--- config.mk ---
export PLATFORM = sky130hd
export DESIGN_NAME = serial_audio_rx
export DESIGN_NICKNAME = d
export VERILOG_FILES = /design/src/rtl/sarx_pkg.sv /design/src/rtl/sarx_ratio_det.sv /design/src/rtl/sarx_bclk_gen.sv /design/src/rtl/sarx_deframer.sv /design/src/rtl/serial_audio_rx.sv
export SDC_FILE = /design/constraint.sdc
export NUM_CORES = 1
export LEC_CHECK = 0
export ABC_CLOCK_PERIOD_IN_PS = 4700
export BUFFER_PORTS_ARGS = -buffer_cell sky130_fd_sc_hd__buf_2
export CORE_MARGIN = 5
export CORE_UTILIZATION = 41
export CTS_BUF_LIST = sky130_fd_sc_hd__clkbuf_8
export CTS_CLUSTER_SIZE = 25
export DETAILED_ROUTE_END_ITERATION = 8
export PLACE_DENSITY = 0.6
export SLEW_MARGIN = 20
export SYNTH_ARGS = -nofsm -noshare
export SYNTH_HDL_FRONTEND = slang
export SYNTH_SLANG_ARGS = --single-unit
--- constraint.sdc ---
create_clock -name clk_i -period 4.7 [get_ports clk_i]
set_input_delay 0.705 -clock clk_i [delete_from_list [all_inputs] [get_ports clk_i]]
set_output_delay 0.705 -clock clk_i [all_outputs]
set_load 0.02 [all_outputs]
--- src/rtl/sarx_pkg.sv ---
package sarx_pkg;
  typedef enum logic [1:0] {
    FMT_I2S = 2'd0,
    FMT_LJ  = 2'd1,
    FMT_RJ  = 2'd2,
    FMT_ALT = 2'd3
  } fmt_e;

  function automatic int unsigned word_bits(input logic [1:0] code);
    case (code)
      2'd0:    return 16;
      2'd1:    return 18;
      2'd2:    return 20;
      default: return 24;
    endcase
  endfunction
endpackage

--- src/rtl/sarx_ratio_det.sv ---
module sarx_ratio_det #(
  parameter int CNT_W = 10
) (
  input  logic             clk_i,
  input  logic             rst_ni,
  input  logic             lrck_rise_i,
  output logic             ratio_ok_o,
  output logic [CNT_W-1:0] ratio_o
);
  localparam logic [CNT_W-1:0] CNT_MAX = '1;

  logic [CNT_W-1:0] cnt_q;
  logic             seen_q;
  logic             hit;

  always_comb begin
    hit = (cnt_q == CNT_W'(128)) || (cnt_q == CNT_W'(192)) || (cnt_q == CNT_W'(256)) ||
          (cnt_q == CNT_W'(384)) || (cnt_q == CNT_W'(512));
  end

  always_ff @(posedge clk_i or negedge rst_ni) begin
    if (!rst_ni) begin
      cnt_q      <= '0;
      seen_q     <= 1'b0;
      ratio_ok_o <= 1'b0;
      ratio_o    <= '0;
    end else if (lrck_rise_i) begin
      cnt_q      <= CNT_W'(1);
      seen_q     <= 1'b1;
      ratio_ok_o <= seen_q && hit;
      ratio_o    <= (seen_q && hit) ? cnt_q : '0;
    end else if (cnt_q != CNT_MAX) begin
      cnt_q <= cnt_q + 1'b1;
    end
  end
endmodule

--- src/rtl/sarx_bclk_gen.sv ---
module sarx_bclk_gen import sarx_pkg::*; #(
  parameter int CNT_W = 10,
  parameter int DIV_W = 5
) (
  input  logic             clk_i,
  input  logic             rst_ni,
  input  logic             ratio_ok_i,
  input  logic [CNT_W-1:0] ratio_i,
  input  logic [1:0]       fmt_i,
  input  logic [1:0]       width_i,
  input  logic             lrck_edge_i,
  output logic             bclk_o,
  output logic             bit_evt_o
);
  logic [DIV_W-1:0] div_q, n_w, half_w;
  logic             tri_rate, narrow;

  always_comb begin
    tri_rate = (ratio_i == CNT_W'(192)) || (ratio_i == CNT_W'(384));
    narrow   = (width_i == 2'd0) && ((fmt_i == FMT_I2S) || (fmt_i == FMT_RJ));
    if (tri_rate)    n_w = (ratio_i == CNT_W'(192)) ? DIV_W'(4) : DIV_W'(8);
    else if (narrow) n_w = DIV_W'(ratio_i >> 5);
    else             n_w = DIV_W'(ratio_i >> 6);
    half_w    = n_w >> 1;
    bclk_o    = ratio_ok_i && (div_q >= half_w);
    bit_evt_o = ratio_ok_i && (div_q == half_w - DIV_W'(1));
  end

  // divider restarts on every frame-clock edge to stay phase-aligned
  always_ff @(posedge clk_i or negedge rst_ni) begin
    if (!rst_ni) div_q <= '0;
    else if (!ratio_ok_i || lrck_edge_i || (div_q == n_w - DIV_W'(1))) div_q <= '0;
    else div_q <= div_q + 1'b1;
  end
endmodule

--- src/rtl/sarx_deframer.sv ---
module sarx_deframer import sarx_pkg::*; #(
  parameter int DATA_W = 24,
  parameter int IDX_W  = 6
) (
  input  logic              clk_i,
  input  logic              rst_ni,
  input  logic              bit_evt_i,
  input  logic              bit_i,
  input  logic              lrck_i,
  input  logic [1:0]        fmt_i,
  input  logic [1:0]        width_i,
  output logic [DATA_W-1:0] left_o,
  output logic [DATA_W-1:0] right_o,
  output logic              valid_o
);
  localparam int SH_W = $clog2(DATA_W + 1);
  localparam logic [IDX_W-1:0] IDX_MAX = '1;

  logic [DATA_W-1:0]        sr_q, sr_nx, raw, hold_q;
  logic [IDX_W-1:0]         idx_q, pos, wlen;
  logic                     half_q, primed_q, synced_q;
  logic                     boundary, cap, use_nx, is_left;
  logic [SH_W-1:0]          sh;
  logic signed [DATA_W-1:0] aligned, word;

  always_comb begin
    wlen     = IDX_W'(word_bits(width_i));
    sh       = SH_W'(DATA_W) - SH_W'(word_bits(width_i));
    boundary = primed_q && (lrck_i != half_q);
    pos      = boundary ? '0 : ((idx_q == IDX_MAX) ? idx_q : idx_q + 1'b1);
    sr_nx    = {sr_q[DATA_W-2:0], bit_i};
    case (fmt_i)
      FMT_I2S: begin
        // LSB may land on the first cell of the following half
        use_nx = 1'b1;
        cap    = synced_q && (boundary ? (idx_q + 1'b1 == wlen) : (pos == wlen));
      end
      FMT_RJ: begin
        use_nx = 1'b0;
        cap    = synced_q && boundary;
      end
      default: begin
        use_nx = 1'b1;
        cap    = synced_q && !boundary && (pos == wlen - 1'b1);
      end
    endcase
    raw     = use_nx ? sr_nx : sr_q;
    aligned = $signed(raw << sh);
    word    = aligned >>> sh;
    is_left = (fmt_i == FMT_I2S) ? !half_q : half_q;
  end

  always_ff @(posedge clk_i or negedge rst_ni) begin
    if (!rst_ni) begin
      sr_q     <= '0;
      idx_q    <= '0;
      half_q   <= 1'b0;
      primed_q <= 1'b0;
      synced_q <= 1'b0;
      hold_q   <= '0;
      left_o   <= '0;
      right_o  <= '0;
      valid_o  <= 1'b0;
    end else begin
      valid_o <= 1'b0;
      if (bit_evt_i) begin
        sr_q  <= sr_nx;
        idx_q <= pos;
        if (!primed_q) begin
          primed_q <= 1'b1;
          half_q   <= lrck_i;
        end else if (boundary) begin
          half_q   <= lrck_i;
          synced_q <= 1'b1;
        end
        if (cap) begin
          if (is_left) begin
            hold_q <= word;
          end else begin
            left_o  <= hold_q;
            right_o <= word;
            valid_o <= 1'b1;
          end
        end
      end
    end
  end
endmodule

--- src/rtl/serial_audio_rx.sv ---
module serial_audio_rx import sarx_pkg::*; #(
  parameter int DATA_W = 24,
  parameter int CNT_W  = 10,
  parameter int DIV_W  = 5,
  parameter int IDX_W  = 6
) (
  input  logic              clk_i,
  input  logic              rst_ni,
  input  logic              ext_bclk_sel_i,
  input  logic [1:0]        fmt_i,
  input  logic [1:0]        width_i,
  input  logic              bclk_i,
  input  logic              lrclk_i,
  input  logic              sdata_i,
  output logic              bclk_o,
  output logic [DATA_W-1:0] left_o,
  output logic [DATA_W-1:0] right_o,
  output logic              valid_o
);
  logic             bclk_q, bclk_p, lrck_q, lrck_d, sd_q;
  logic             lrck_edge, lrck_rise, ext_evt, int_evt, bit_evt;
  logic             ratio_ok;
  logic [CNT_W-1:0] ratio;

  always_ff @(posedge clk_i or negedge rst_ni) begin
    if (!rst_ni) begin
      bclk_q <= 1'b0;
      bclk_p <= 1'b0;
      lrck_q <= 1'b0;
      lrck_d <= 1'b0;
      sd_q   <= 1'b0;
    end else begin
      bclk_q <= bclk_i;
      bclk_p <= bclk_q;
      lrck_q <= lrclk_i;
      lrck_d <= lrck_q;
      sd_q   <= sdata_i;
    end
  end

  always_comb begin
    lrck_edge = lrck_q ^ lrck_d;
    lrck_rise = lrck_q & ~lrck_d;
    ext_evt   = bclk_q & ~bclk_p;
    bit_evt   = ext_bclk_sel_i ? ext_evt : int_evt;
  end

  sarx_ratio_det #(.CNT_W(CNT_W)) u_ratio (
    .clk_i      (clk_i),
    .rst_ni     (rst_ni),
    .lrck_rise_i(lrck_rise),
    .ratio_ok_o (ratio_ok),
    .ratio_o    (ratio)
  );

  sarx_bclk_gen #(.CNT_W(CNT_W), .DIV_W(DIV_W)) u_bclk (
    .clk_i      (clk_i),
    .rst_ni     (rst_ni),
    .ratio_ok_i (ratio_ok),
    .ratio_i    (ratio),
    .fmt_i      (fmt_i),
    .width_i    (width_i),
    .lrck_edge_i(lrck_edge),
    .bclk_o     (bclk_o),
    .bit_evt_o  (int_evt)
  );

  sarx_deframer #(.DATA_W(DATA_W), .IDX_W(IDX_W)) u_deframe (
    .clk_i    (clk_i),
    .rst_ni   (rst_ni),
    .bit_evt_i(bit_evt),
    .bit_i    (sd_q),
    .lrck_i   (lrck_q),
    .fmt_i    (fmt_i),
    .width_i  (width_i),
    .left_o   (left_o),
    .right_o  (right_o),
    .valid_o  (valid_o)
  );
endmodule

; Yosys cells after proc, flatten, opt, wreduce, memory -nomap -nowiden
; Cells that the tools add are included.
; Widths: inputs -> output; s select.
[word_totals]
inputBits = 10
wordCells = 101
register_bits = 138
out_inout_bits = 50
[classes]
n_lt_le_gt_ge = 1
n_eq_ne = 19
n_shift = 2
addsub = 7
n_reduce_logical = 27
n_mux = 20
bitwise_logic = 6
[ops]
columns = op, n
row1 = $eq 10x8->1 const B, 3
row2 = $eq 10x9->1 const B, 3
row3 = $mux 10, 3
row4 = $mux 24, 1
row5 = $shl 24x5->24, 1
row6 = $sshr 24x5->24, 1
row7 = $mux 5, 3
row8 = $eq 6x5->1, 2
row9 = $mux 6, 2
row10 = $pmux 4 s3, 1
row11 = $add 10x1->10 const B, 1
row12 = $eq 10x10->1 const B, 1
row13 = $eq 5x5->1, 2
row14 = $ne 10x10->1 const B, 1
row15 = $logic_and 1x1->1, 9
row16 = $reduce_and 3->1, 3
row17 = $logic_or 1x1->1, 8
row18 = $mux 1, 8
row19 = $add 6x1->6 const B, 1
row20 = $eq 6x6->1, 1
row21 = $eq 6x6->1 const B, 1
row22 = $sub 5x1->6 const B, 1
row23 = $add 5x1->5 const B, 1
row24 = $ge 5x4->1, 1
row25 = 16 further kinds, 23

; Longest topological paths before layout
; Gate-level depths: netlist of run 1.
[logic_depth]
depth_word = 10
mapped_depth = 15
mapped_depth_nobuf = 13

; Hierarchy
; A second synthesis of run 1 with hierarchy kept.
[unflattened]
hier_cells = 818
area_unflattened_um2 = 8612.0
[by_module_without_submodules]
columns = mod, seq_area_each_um2, cells_each, n_inst, area_each_um2
row1 = sarx_deframer, 2652.5, 628, 1, 6661.4
row2 = sarx_ratio_det, 550.5, 92, 1, 1026.0
row3 = sarx_bclk_gen, 125.1, 87, 1, 763.2
row4 = serial_audio_rx, 125.1, 11, 1, 161.4

; Worst setup path before layout of run 1
; Ideal clock, no wire load.
[synth_path]
path_kind = input to output
from = input port width_i[0]
to = output port bclk_o
path_stages = 12
required_time_ns = 3.995
t_arrival_ns = 2.885
path_buffers = 0
slack_ns = 1.110
path_cell_list = inv_1 > ha_1 > nor2b_1 > a21oi_1 > o221ai_1 > inv_1 > ha_1 > nand2b_1 > maj3_1 > a21oi_1 > nor2b_1 > o31a_1
[synth_between]
elab_chain_len = 6
[synth_rtl]
columns = item, line_no
row1 = "start, declared", serial_audio_rx.sv:11  ; input logic [1:0] width_i,
row2 = $logic_not 2->1, sarx_bclk_gen.sv:20  ; narrow = (width_i == 2'd0) && ((fmt_i == FMT_I2S) || (fmt_i == FMT_RJ));
row3 = $logic_and 1x1->1, sarx_bclk_gen.sv:20
row4 = $mux 5, sarx_bclk_gen.sv:22  ; else if (narrow) n_w = DIV_W'(ratio_i >> 5);
row5 = $mux 5, sarx_bclk_gen.sv:21  ; if (tri_rate) n_w = (ratio_i == CNT_W'(192)) ? DIV_W'(4) : DIV_W'(8);
row6 = $ge 5x4->1, sarx_bclk_gen.sv:25  ; bclk_o = ratio_ok_i && (div_q >= half_w);
row7 = $logic_and 1x1->1, sarx_bclk_gen.sv:25
row8 = "end, declared", serial_audio_rx.sv:15  ; output logic bclk_o,
; Every way passes these cells.

; Worst setup path after layout of run 1
[layout_path]
from = register u_ratio.ratio_o[7]
to = output port bclk_o
[layout_between]
elab_chain_len = 5
elab_cells_between_ends = 8
classes_between = order compare (1) / eq/ne (2) / mux (3) / reduce/logical (2)
[layout_rtl]
columns = item, line_no
row1 = "start, declared", sarx_ratio_det.sv:8  ; output logic [CNT_W-1:0] ratio_o
row2 = "start signal, assigned", sarx_ratio_det.sv:31  ; ratio_o <= (seen_q && hit) ? cnt_q : '0;
row3 = $eq 10x8->1 / $eq 10x9->1 (equally long branches), "sarx_bclk_gen.sv:19, sarx_bclk_gen.sv:21"
row4 = $mux 4 / $logic_or 1x1->1 (equally long branches), "sarx_bclk_gen.sv:21, sarx_bclk_gen.sv:19"
row5 = $mux 5 *, sarx_bclk_gen.sv:21
row6 = $ge 5x4->1 *, sarx_bclk_gen.sv:25
row7 = $logic_and 1x1->1 *, sarx_bclk_gen.sv:25
; Mark *: on every way between the ends. The rest lies on a longest branch, timed or not.

==> reports/results.tsv, run 1 <==
stage	metric	value	unit
run_status	run status	completed	
power_and_ir_drop	Pwr Density	390.0	nW/um^2
floorplanning	die height	151.7	um
clock_tree	Max clock buf depth	2	
drt	Vias per Instance	5.684	
power_and_ir_drop	register share of total power	0.439	
power_and_ir_drop	Clk pwr share	0.285	
cells_and_area	Fillers	1908	
synthesis	Yosys top cell area share	0.4195	
drt	DR pass1 iterations	5	
power_and_ir_drop	Sw Share	0.3655	
clock_tree	Post-CTS Setup Bufs	0	
synthesis	ys async rst share	1.000	
timing	min Tclk post-route	4232	ps
clock_tree	CTS Sinks	138	
cells_and_area	Synth-to-Final Area Change	11.14	%
cells_and_area	Antenna Diode Count	0	
worst_setup_path	Critical Path Max Stage Delay	580	ps
cells_and_area	Final #Nets	889	
worst_setup_path	worst reg2reg startpoint	u_deframe.idx_q[0]	
synthesis	top cells by count, synth	138 x dfrtp_1, 67 x mux2_2, 60 x nor2_1	
cells_and_area	Cell Count, Final, Fillers Out	1141	
clock_tree	hold-fix buffers at CTS	0	
floorplanning	floorplan die width	151.7	um
clock_tree	TritonCTS buffer count	17	
synthesis	Syn Area/Cell	10.01	um^2
grt	grt ovf	0	
timing	RSZ-0062 raised after global routing	no	
floorplanning	die area	23010	um^2
drt	Post-Route WL	20480	um
cells_and_area	layout cell share with drive strength beyond 1	0.2203	
worst_setup_path	slowest CP cell	dfrtp_1	
synthesis	dominant synthesized flop cell	dfrtp_1	
grt	GRT Total Usage	0.1842	
synthesis	most common cell in the synthesized netlist	dfrtp_1	
timing	FMAX	236.3	MHz
synthesis	synthesized area	8232	um^2
worst_setup_path	CP Capture Type	output pin	
floorplanning	I/O Pins	60	
synthesis	post-synth net total	848	
worst_setup_path	crit path max fanout	12	
drt	routed len/inst	17.95	um
worst_setup_path	Critical Path RT	3990	ps
drt	antenna viol nets, final	0	
synthesis	synth top area cells	dfrtp_1 42%, mux2_2 9.2%, mux2i_1 6.9%	
power_and_ir_drop	switching pwr	1304	uW
grt	global-route wire length before repair	33710	um
worst_setup_path	Critical Setup Path Class	reg2out	
synthesis	cell taking the most area after synthesis	dfrtp_1	
cells_and_area	fin util	0.4670	
min_path	Min-Delay Startpoint	lrclk_i	
worst_setup_path	Worst Setup Start Kind	register	
timing	endpoints failing hold	0	
floorplanning	row count	51	
synthesis	Yosys warning total	0	
timing	fin crit share	0.9004	
timing	final setup skew	16.83	ps
clock_tree	clock root buffer	clkbuf_8	
worst_setup_path	CP cell instances	nor4b_2 -> nand3_1 -> or2_2 -> o221ai_1 -> inv_1 -> ha_1 -> nand2b_1 -> maj3_1 -> a21oi_1 -> nor2b_1 -> o31a_1 -> buf_2	
power_and_ir_drop	worst vdd ir	0.1533	mV
synthesis	synthesized flop and latch total	138	
placed_design	pre-CTS WS	614.4	ps
power_and_ir_drop	Total Power	3568	uW
floorplanning	Initial Util	0.4202	
power_and_ir_drop	combinational fraction of design power	0.276	
clock_tree	H-Tree Depth	4	
min_path	Tightest Hold Check Type	in2reg	
clock_tree	TritonCTS clock tree	yes	
clock_tree	Worst-path clk slew	90	ps
synthesis	Netlist cell types	68	
grt	vias in the first global route	6194	
placed_design	placed cells	1109	
worst_setup_path	CP Launch Point	u_ratio.ratio_o[7]	
timing	Final Slew Violations	0	
grt	largest net degree at the start of global routing	107	
power_and_ir_drop	leakage	0.004404	uW
drt	routed vias	6486	
timing	worst setup margin	468.0	ps
grt	antenna violations before repair	0	
drt	first-iteration detailed-routing DRC count	676	
timing	Tightest Pin Transition	978.2	ps
placed_design	IO buf count	59	
timing	Final Setup Violations	0	
worst_setup_path	CP Data Arrival Time	3530	ps
placed_design	GPL Wtd Cong	0.9933	
clock_tree	clock insertion delay at the later pin of the skew report	460	ps
floorplanning	core box area	19590	um^2
drt	DRC	0	
placed_design	post-detail-place hpwl	14750	um
synthesis	synthesized instance count	822	
flow_run	Max-Cap Viols	0	
timing	slew margin rel.	0.3478	
power_and_ir_drop	total internal power	2264	uW
synthesis	Post-synth EDFFs	0	
timing	final setup TNS	0	ps
synthesis	Seq/Total Area, Yosys	0.4195	
power by group through the flow:
stage	logic [uW]	registers [uW]	clock network, uW
after floorplan	587	1630	0
after global placement	971	1580	0
after detailed placement	981	1590	0
after CTS	984	1560	1050
after global routing	1090	1600	1100
final	983	1570	1020
cell usage in the layout (no fill, tap or decap), drive strengths merged, types with 4 or more instances in the layout:
master	Yosys	layout
o211ai	8	8
a32oi	4	4
a211oi	6	6
and3	10	10
o22a	4	4
nor3	23	23
o21ai	25	25
or4	5	5
nand3	32	32
nor2	60	60
a31oi	8	8
nand2b	10	10
buf	24	74
o22ai	5	5
a2111oi	4	4
clkbuf	28	17
mux2	74	74
dfrtp	138	138
mux4	7	7
a21oi	42	42
inv	38	46
nand2	52	52
nor3b	4	4
nor4	7	7
nor2b	11	11
a311oi	4	4
ha	16	16
a21o	9	9
a22oi	6	6
mux2i	57	57
a22o	6	6
and2	9	9
or2	6	6
nand4	10	10
xnor2	14	14
xor2	11	11
what timing repair did:
item,in CTS,in global routing
setup endpoints to repair,0,1
gates resized for setup,0,1
endpoints found under the hold margin,0,0
logic make-up (layout without fill, tap and decap cells):
group	Yosys count	after routing	synth area share
AOI/OAI and AO/OA	160	160	0.1330
and+or+nand+nor	254	254	0.1557
xor gates and xnor gates	25	25	0.02660
adders and majority gates	17	17	0.02554
buffers and inverters	90	144	0.05001
muxes	138	138	0.1897
DFF	138	138	0.4195
path summary, 6_finish.rpt:
path	end	slack, ps	depth (start not counted)
hold reg to reg	bclk_p	400	0
min in group asynchronous	u_ratio.cnt_q[5]	380	1
hold / removal	lrck_q	350	1
setup / recovery	bclk_o	470	12
setup reg to reg	u_deframe.hold_q[23]	860	9
max in group asynchronous	u_deframe.left_o[23]	3280	2
cell type report:
type | count | area, um^2 | area share
Inverter | 38 | 142.6 | 0.01559
Clock inverter | 15 | 181.4 | 0.01983
Tap cell | 265 | 331.6 | 0.03624
Timing Repair Buffer | 74 | 426.7 | 0.04664
Sequential cell | 138 | 3453 | 0.3775
Multi-Input combinational cell | 594 | 4379 | 0.4787
Clock buffer | 17 | 234.0 | 0.02557
stage by stage:
stage,hold WS (ps),area [um^2]
finish,349.3,9149
global route,327.8,9149
CTS,323.7,9143
detailed placement,372.3,8727
global placement,357.9,8727
floorplan,354.1,8232
state kept, by name, summed over array words and instances, names as in the netlist, 5 cells and up:
| register | cells |
|---|---|
| u_deframe.right_o | 24 |
| u_deframe.left_o | 24 |
| u_ratio.cnt_q | 10 |
| u_deframe.hold_q | 24 |
| u_deframe.idx_q | 6 |
| u_ratio.ratio_o | 10 |
| u_bclk.div_q | 5 |
| u_deframe.sr_q | 24 |
layer usage:
| metal | vias up | part of all wire | track usage | routed length, um |
|---|---|---|---|---|
| li1 | 3071 | - | - | - |
| met1 | 3154 | 0.48 | 0.2716 | 9800 |
| met2 | 239 | 0.44 | 0.2698 | 9000 |
| met3 | 22 | 0.065 | 0.04224 | 1327 |
| met4 | 0 | 0.017 | 0.05481 | 349 |
| met5 | - | 0 | 0 | 0 |
critical path: cells and delay by family (launching register included):
family	cells	cell delay (ps)
adder cells (fa/ha/maj)	2	630
AND/OR/NAND/NOR	5	1130
flip-flops	1	580
buffers and inverters	2	240
AO/OA/AOI/OAI	3	500
No activity file was read; power rests on OpenSTA's default activity.
==> inputs of run 2 (changes only) <==
CORE_ASPECT_RATIO = 1.25   (was unset)
==> run 2 against run 1 <==
Effect of this change:
- maximum frequency decreased by 2.8%
- via count decreased by 0.79%
- clock power decreased by 5%
- worst setup slack got worse by 120 ps
- critical endpoint unchanged
- highest routed layer unchanged
==> reports/results.tsv, run 2 (synthesis gave the netlist of run 1 again) <==
stage	metric	value	unit	change
placed_design	placed cells	1125		+1.4%
timing	final setup skew	14.96	ps	-1.869 ps
cells_and_area	Fillers	1953		+2.4%
cells_and_area	layout cell share with drive strength beyond 1	0.2266		+0.006287
clock_tree	Post-CTS Setup Bufs	0		unchanged
timing	endpoints failing hold	0		unchanged
drt	routed len/inst	17.96	um	about the same
clock_tree	Max clock buf depth	2		unchanged
placed_design	GPL Wtd Cong	0.9503		-4.3%
grt	largest net degree at the start of global routing	85		-21%
clock_tree	clock insertion delay at the later pin of the skew report	450	ps	about the same
clock_tree	hold-fix buffers at CTS	0		unchanged
worst_setup_path	crit path max fanout	12		unchanged
clock_tree	Worst-path clk slew	90	ps	about the same
power_and_ir_drop	worst vdd ir	0.1760	mV	+15%
worst_setup_path	worst reg2reg startpoint	u_deframe.idx_q[0]		
worst_setup_path	Critical Setup Path Class	reg2out		
floorplanning	die area	23030	um^2	about the same
drt	DRC	0		unchanged
timing	final setup TNS	0	ps	unchanged
grt	grt ovf	0		unchanged
run_status	run status	completed		
power_and_ir_drop	Total Power	3520	uW	-1.3%
grt	GRT Total Usage	0.1861		+0.001930
drt	DR pass1 iterations	5		unchanged
floorplanning	die height	168.4	um	+11%
power_and_ir_drop	leakage	0.004441	uW	+0.84%
floorplanning	floorplan die width	136.7	um	-9.9%
timing	Final Setup Violations	0		unchanged
timing	slew margin rel.	0.4938		+0.1459
timing	Final Slew Violations	0		unchanged
clock_tree	TritonCTS buffer count	17		unchanged
grt	global-route wire length before repair	34220	um	+1.5%
clock_tree	TritonCTS clock tree	yes		
drt	Post-Route WL	20780	um	+1.5%
timing	FMAX	229.8	MHz	-2.8%
grt	vias in the first global route	6319		+2.0%
flow_run	Max-Cap Viols	0		unchanged
cells_and_area	fin util	0.4611		-0.005883
floorplanning	core box area	19960	um^2	+1.9%
floorplanning	row count	58		+14%
drt	Vias per Instance	5.562		-2.2%
cells_and_area	most frequent cells in the layout	138 x dfrtp_1, 67 x mux2_2, 60 x nor2_1, 58 x buf_2, 57 x mux2i_1		
cells_and_area	commonest non-fill, non-tap cell in the layout	dfrtp_1		
min_path	Tightest Hold Check Type	in2async		
floorplanning	Initial Util	0.4125		-0.007719
drt	first-iteration detailed-routing DRC count	435		-36%
grt	antenna violations before repair	0		unchanged
clock_tree	post-CTS sizing	0		unchanged
drt	routed vias	6435		-0.79%
timing	Fin Hold WS	301.7	ps	-47.54 ps
timing	Tightest Pin Transition	759.3	ps	-218.9 ps
cells_and_area	Synth-to-Final Area Change	11.80	%	
timing	RSZ-0062 raised after global routing	no		
clock_tree	H-Tree Depth	4		unchanged
cells_and_area	Antenna Diode Count	0		unchanged
placed_design	post-detail-place hpwl	15230	um	+3.3%
clock_tree	CTS Sinks	138		unchanged
power_and_ir_drop	Pwr Density	382.5	nW/um^2	-1.9%
floorplanning	I/O Pins	60		unchanged
worst_setup_path	Critical Path RT	3990	ps	about the same
worst_setup_path	CP Data Arrival Time	3650	ps	+120 ps
worst_setup_path	CP Capture Type	output pin		
clock_tree	clock root buffer	clkbuf_8		
placed_design	IO buf count	59		unchanged
cells_and_area	Cell Count, Final, Fillers Out	1157		+1.4%
drt	antenna viol nets, final	0		unchanged
cells_and_area	Final #Nets	900		+1.2%
worst_setup_path	CP Launch Point	u_ratio.ratio_o[7]		
timing	min Tclk post-route	4352	ps	+120.1 ps
worst_setup_path	Worst Setup Start Kind	register		
timing	fin crit share	0.9260		+0.02555
run 2: power breakdown:
group,switching (uW),internal [uW],leakage [uW]
Combinational,601,400,0.00248
Sequential,170,1380,0.00177
Clock,532,439,0.000190
Total,1300,2220,0.00444
run 2: area by class of cell:
class	instances	area, um^2	share of cell area
Clock inverter	15	156.4	0.01700
Clock buffer	17	234.0	0.02542
Sequential cell	138	3453	0.3753
Inverter	38	142.6	0.01550
Tap cell	270	337.8	0.03671
Multi-Input combinational cell	594	4369	0.4748
Timing Repair Buffer	85	509.2	0.05534
run 2: through the flow:
step / instance area, um^2 / setup WS, ps
floorplan: 8232 / 1110
global placement: 8812 / 703.6
detailed placement: 8812 / 647.6
CTS: 9203 / 316.8
global route: 9203 / 40.11
finish: 9203 / 347.9
run 2: path summary, 6_finish.rpt:
check | endpoint | slack [ps] | cells past startpoint
max | bclk_o | 350 | 12
min reg2reg | bclk_p | 390 | 0
max reg2reg | u_deframe.hold_q[7] | 910 | 10
min | u_deframe.idx_q[1] | 300 | 1
max in group asynchronous | u_deframe.sr_q[18] | 3460 | 2
min in group clk_i | lrck_q | 350 | 1
run 2: layer usage:
| layer | global-route usage | share of wire | up-vias |
|---|---|---|---|
| li1 | - | - | 3095 |
| met2 | 0.2979 | 0.48 | 184 |
| met1 | 0.2415 | 0.43 | 3098 |
| met3 | 0.03078 | 0.044 | 58 |
| met5 | 0 | 0 | - |
| met4 | 0.09470 | 0.040 | 0 |
run 2: worst max-delay path, cell delays in order (launching register included):
cell      delay, ps
dfrtp_1         570
nor4b_1         530
and2_1          260
a21oi_1          80
o221ai_1        290
inv_1            90
ha_1            290
nand2b_1        150
maj3_1          350
a21oi_1         150
nor2b_1          60
o31a_1          230
buf_2           160
==> inputs of run 3 (changes only) <==
CELL_PAD_IN_SITES_DETAIL_PLACEMENT = 1   (was unset)
CELL_PAD_IN_SITES_GLOBAL_PLACEMENT = 1   (was unset)
PLACE_DENSITY = 0.72   (was 0.6)
==> run 3 against run 2 <==
Effect of this change:
- sequential cell count is the same
- hold slack gained 5.0 ps
- register-to-register slack is essentially flat
- sequential power is essentially flat
- count of clock-buffer cells in the layout is the same
- largest cell class unchanged
- highest routed layer unchanged
==> reports/results.tsv, run 3 (synthesis gave the netlist of run 1 again) <==
stage	metric	value	unit	change
worst_setup_path	crit path max fanout	12		unchanged
run_status	run status	completed		
clock_tree	TritonCTS buffer count	17		unchanged
power_and_ir_drop	total internal power	2224	uW	+0.28%
drt	routed len/inst	19.76	um	+10%
placed_design	post-detail-place hpwl	17070	um	+12%
drt	routed vias	6633		+3.1%
power_and_ir_drop	Pwr Density	384.3	nW/um^2	+0.46%
cells_and_area	fin util	0.4626		+0.001504
flow_run	Max-Cap Viols	0		unchanged
cells_and_area	layout cell share with drive strength beyond 1	0.2309		+0.004249
drt	DRC	0		unchanged
worst_setup_path	Critical Path RT	3990	ps	about the same
drt	antenna viol nets, final	0		unchanged
grt	largest net degree at the start of global routing	91		+7.1%
worst_setup_path	worst reg2reg startpoint	u_ratio.ratio_o[7]		
worst_setup_path	R2R depth	13		+3
power_and_ir_drop	worst vdd ir	0.1917	mV	+8.9%
cells_and_area	Reg area	3453	um^2	unchanged
timing	Tightest Pin Transition	836.7	ps	+77.38 ps
worst_setup_path	CP Launch Point	u_ratio.ratio_o[7]		
power_and_ir_drop	switching pwr	1324	uW	+1.6%
cells_and_area	most frequent cells in the layout	138 x dfrtp_1, 67 x mux2_2, 60 x nor2_1, 58 x buf_2, 57 x mux2i_1		
timing	Final Setup Violations	0		unchanged
timing	slew margin rel.	0.4422		-0.05159
min_path	Tightest Hold Check Type	in2async		
worst_setup_path	CP Capture Point	bclk_o		
timing	final setup skew	14.63	ps	-0.3296 ps
cells_and_area	Antenna Diode Count	0		unchanged
cells_and_area	commonest non-fill, non-tap cell in the layout	dfrtp_1		
floorplanning	die height	168.4	um	unchanged
timing	Final Slew Violations	0		unchanged
drt	DR pass1 iterations	5		unchanged
grt	vias in the first global route	6912		+9.4%
timing	RSZ-0062 raised after global routing	no		
cells_and_area	Final #Nets	901		+0.11%
grt	grt ovf	0		unchanged
floorplanning	row count	58		unchanged
worst_setup_path	Critical Setup Path Class	reg2out		
timing	min Tclk post-route	4432	ps	+80.00 ps
floorplanning	I/O Pins	60		unchanged
power_and_ir_drop	leakage	0.004457	uW	+0.36%
worst_setup_path	worst reg-to-reg setup slack	910	ps	about the same
power_and_ir_drop	register share of total power	0.439		about the same
timing	final setup TNS	0	ps	unchanged
power_and_ir_drop	Clk pwr share	0.271		-0.005
clock_tree	CTS Sinks	138		unchanged
grt	antenna violations before repair	0		unchanged
timing	fin crit share	0.9430		+0.01702
clock_tree	clock insertion delay at the later pin of the skew report	470	ps	+20 ps
worst_setup_path	Worst Setup Start Kind	register		
drt	first-iteration detailed-routing DRC count	264		-39%
timing	FMAX	225.6	MHz	-1.8%
worst_setup_path	Critical R2R Capture	u_deframe.hold_q[7]		
worst_setup_path	CP Capture Type	output pin		
grt	global-route wire length before repair	37290	um	+9.0%
clock_tree	clock root buffer	clkbuf_8		
clock_tree	TritonCTS clock tree	yes		
cells_and_area	Synth-to-Final Area Change	12.16	%	
placed_design	GPL Wtd Cong	0.9594		+0.96%
floorplanning	Initial Util	0.4125		unchanged
floorplanning	die area	23030	um^2	unchanged
floorplanning	core box area	19960	um^2	unchanged
grt	GRT Total Usage	0.2050		+0.01888
power_and_ir_drop	Sw Share	0.3732		+0.003146
clock_tree	H-Tree Depth	4		unchanged
clock_tree	Worst-path clk slew	80	ps	about the same
drt	Post-Route WL	22880	um	+10%
placed_design	IO buf count	59		unchanged
timing	endpoints failing hold	0		unchanged
worst_setup_path	CP Data Arrival Time	3730	ps	+80 ps
cells_and_area	area of the multi-input gates	4384	um^2	+0.34%
drt	Vias per Instance	5.728		+3.0%
cells_and_area	Fillers	2282		+17%
clock_tree	Max clock buf depth	2		unchanged
floorplanning	floorplan die width	136.7	um	unchanged
power_and_ir_drop	combinational fraction of design power	0.290		+0.006
[run 3: metrics by stage]
stage	cells	power, uW	hold slack (ps)	setup WS, ps	area, um^2
after floorplan	822	2221	354.1	1110	8232
after global placement	1126	2574	361.6	491.9	8835
after detailed placement	1126	2610	364.2	393.2	8835
after CTS	1158	3593	306.9	32.09	9220
after global routing	1158	3755	321.2	24.13	9233
final	1158	3548	306.8	267.9	9233
[run 3: repair_timing]
item / in CTS / in global routing
setup endpoints to repair: 0 / 1
setup buffers: 0 / 0
gates resized for setup: 0 / 2
hold buffers: 0 / 0
[run 3: power by group through the flow]
stage               Combinational (uW)  Sequential, uW  Clock, uW
global placement                  1000            1570          0
detailed placement                1030            1580          0
floorplan                          587            1630          0
CTS                               1030            1560       1000
finish                            1030            1560        963
global route                      1120            1590       1050
[run 3: how the worst min path moves through the flow]
stage	start	end	slack (ps)	cells after the start
after floorplan	bclk_q	bclk_p	350	0
after CTS	bclk_i	bclk_q	310	1
after detailed placement	bclk_q	bclk_p	360	0
after global placement	bclk_q	bclk_p	360	0
after global routing	lrclk_i	lrck_q	320	1
final	rst_ni	u_deframe.right_o[6]	310	1
[run 3: layout make-up]
cell class,instances,area share
inverter,38,0.01545
clock inverter,15,0.01640
tap,270,0.03659
sequential,138,0.3740
clock buffer,17,0.02534
multi-input combinational,594,0.4749
timing repair buffer,86,0.05732
[run 3: layer usage]
layer / wire (um) / share of wire / up-vias / GRT usage
met5: 0 / 0 / - / 0
met4: 877 / 0.038 / 0 / 0.09163
met3: 904 / 0.040 / 51 / 0.03915
met2: 11600 / 0.51 / 128 / 0.3481
met1: 9494 / 0.41 / 3368 / 0.2506
li1: - / - / 3086 / -
[run 3: worst max-delay path, stage by stage, from the launching register on]
cell and delay [ps]:
dfrtp_1 570, nor4b_2 430, and2_1 250, a21oi_1 90, o221ai_1 360, inv_1 80
ha_1 290, nand2b_1 150, maj3_1 350, a21oi_1 190, nor2b_1 80, o31a_1 250
buf_2 160
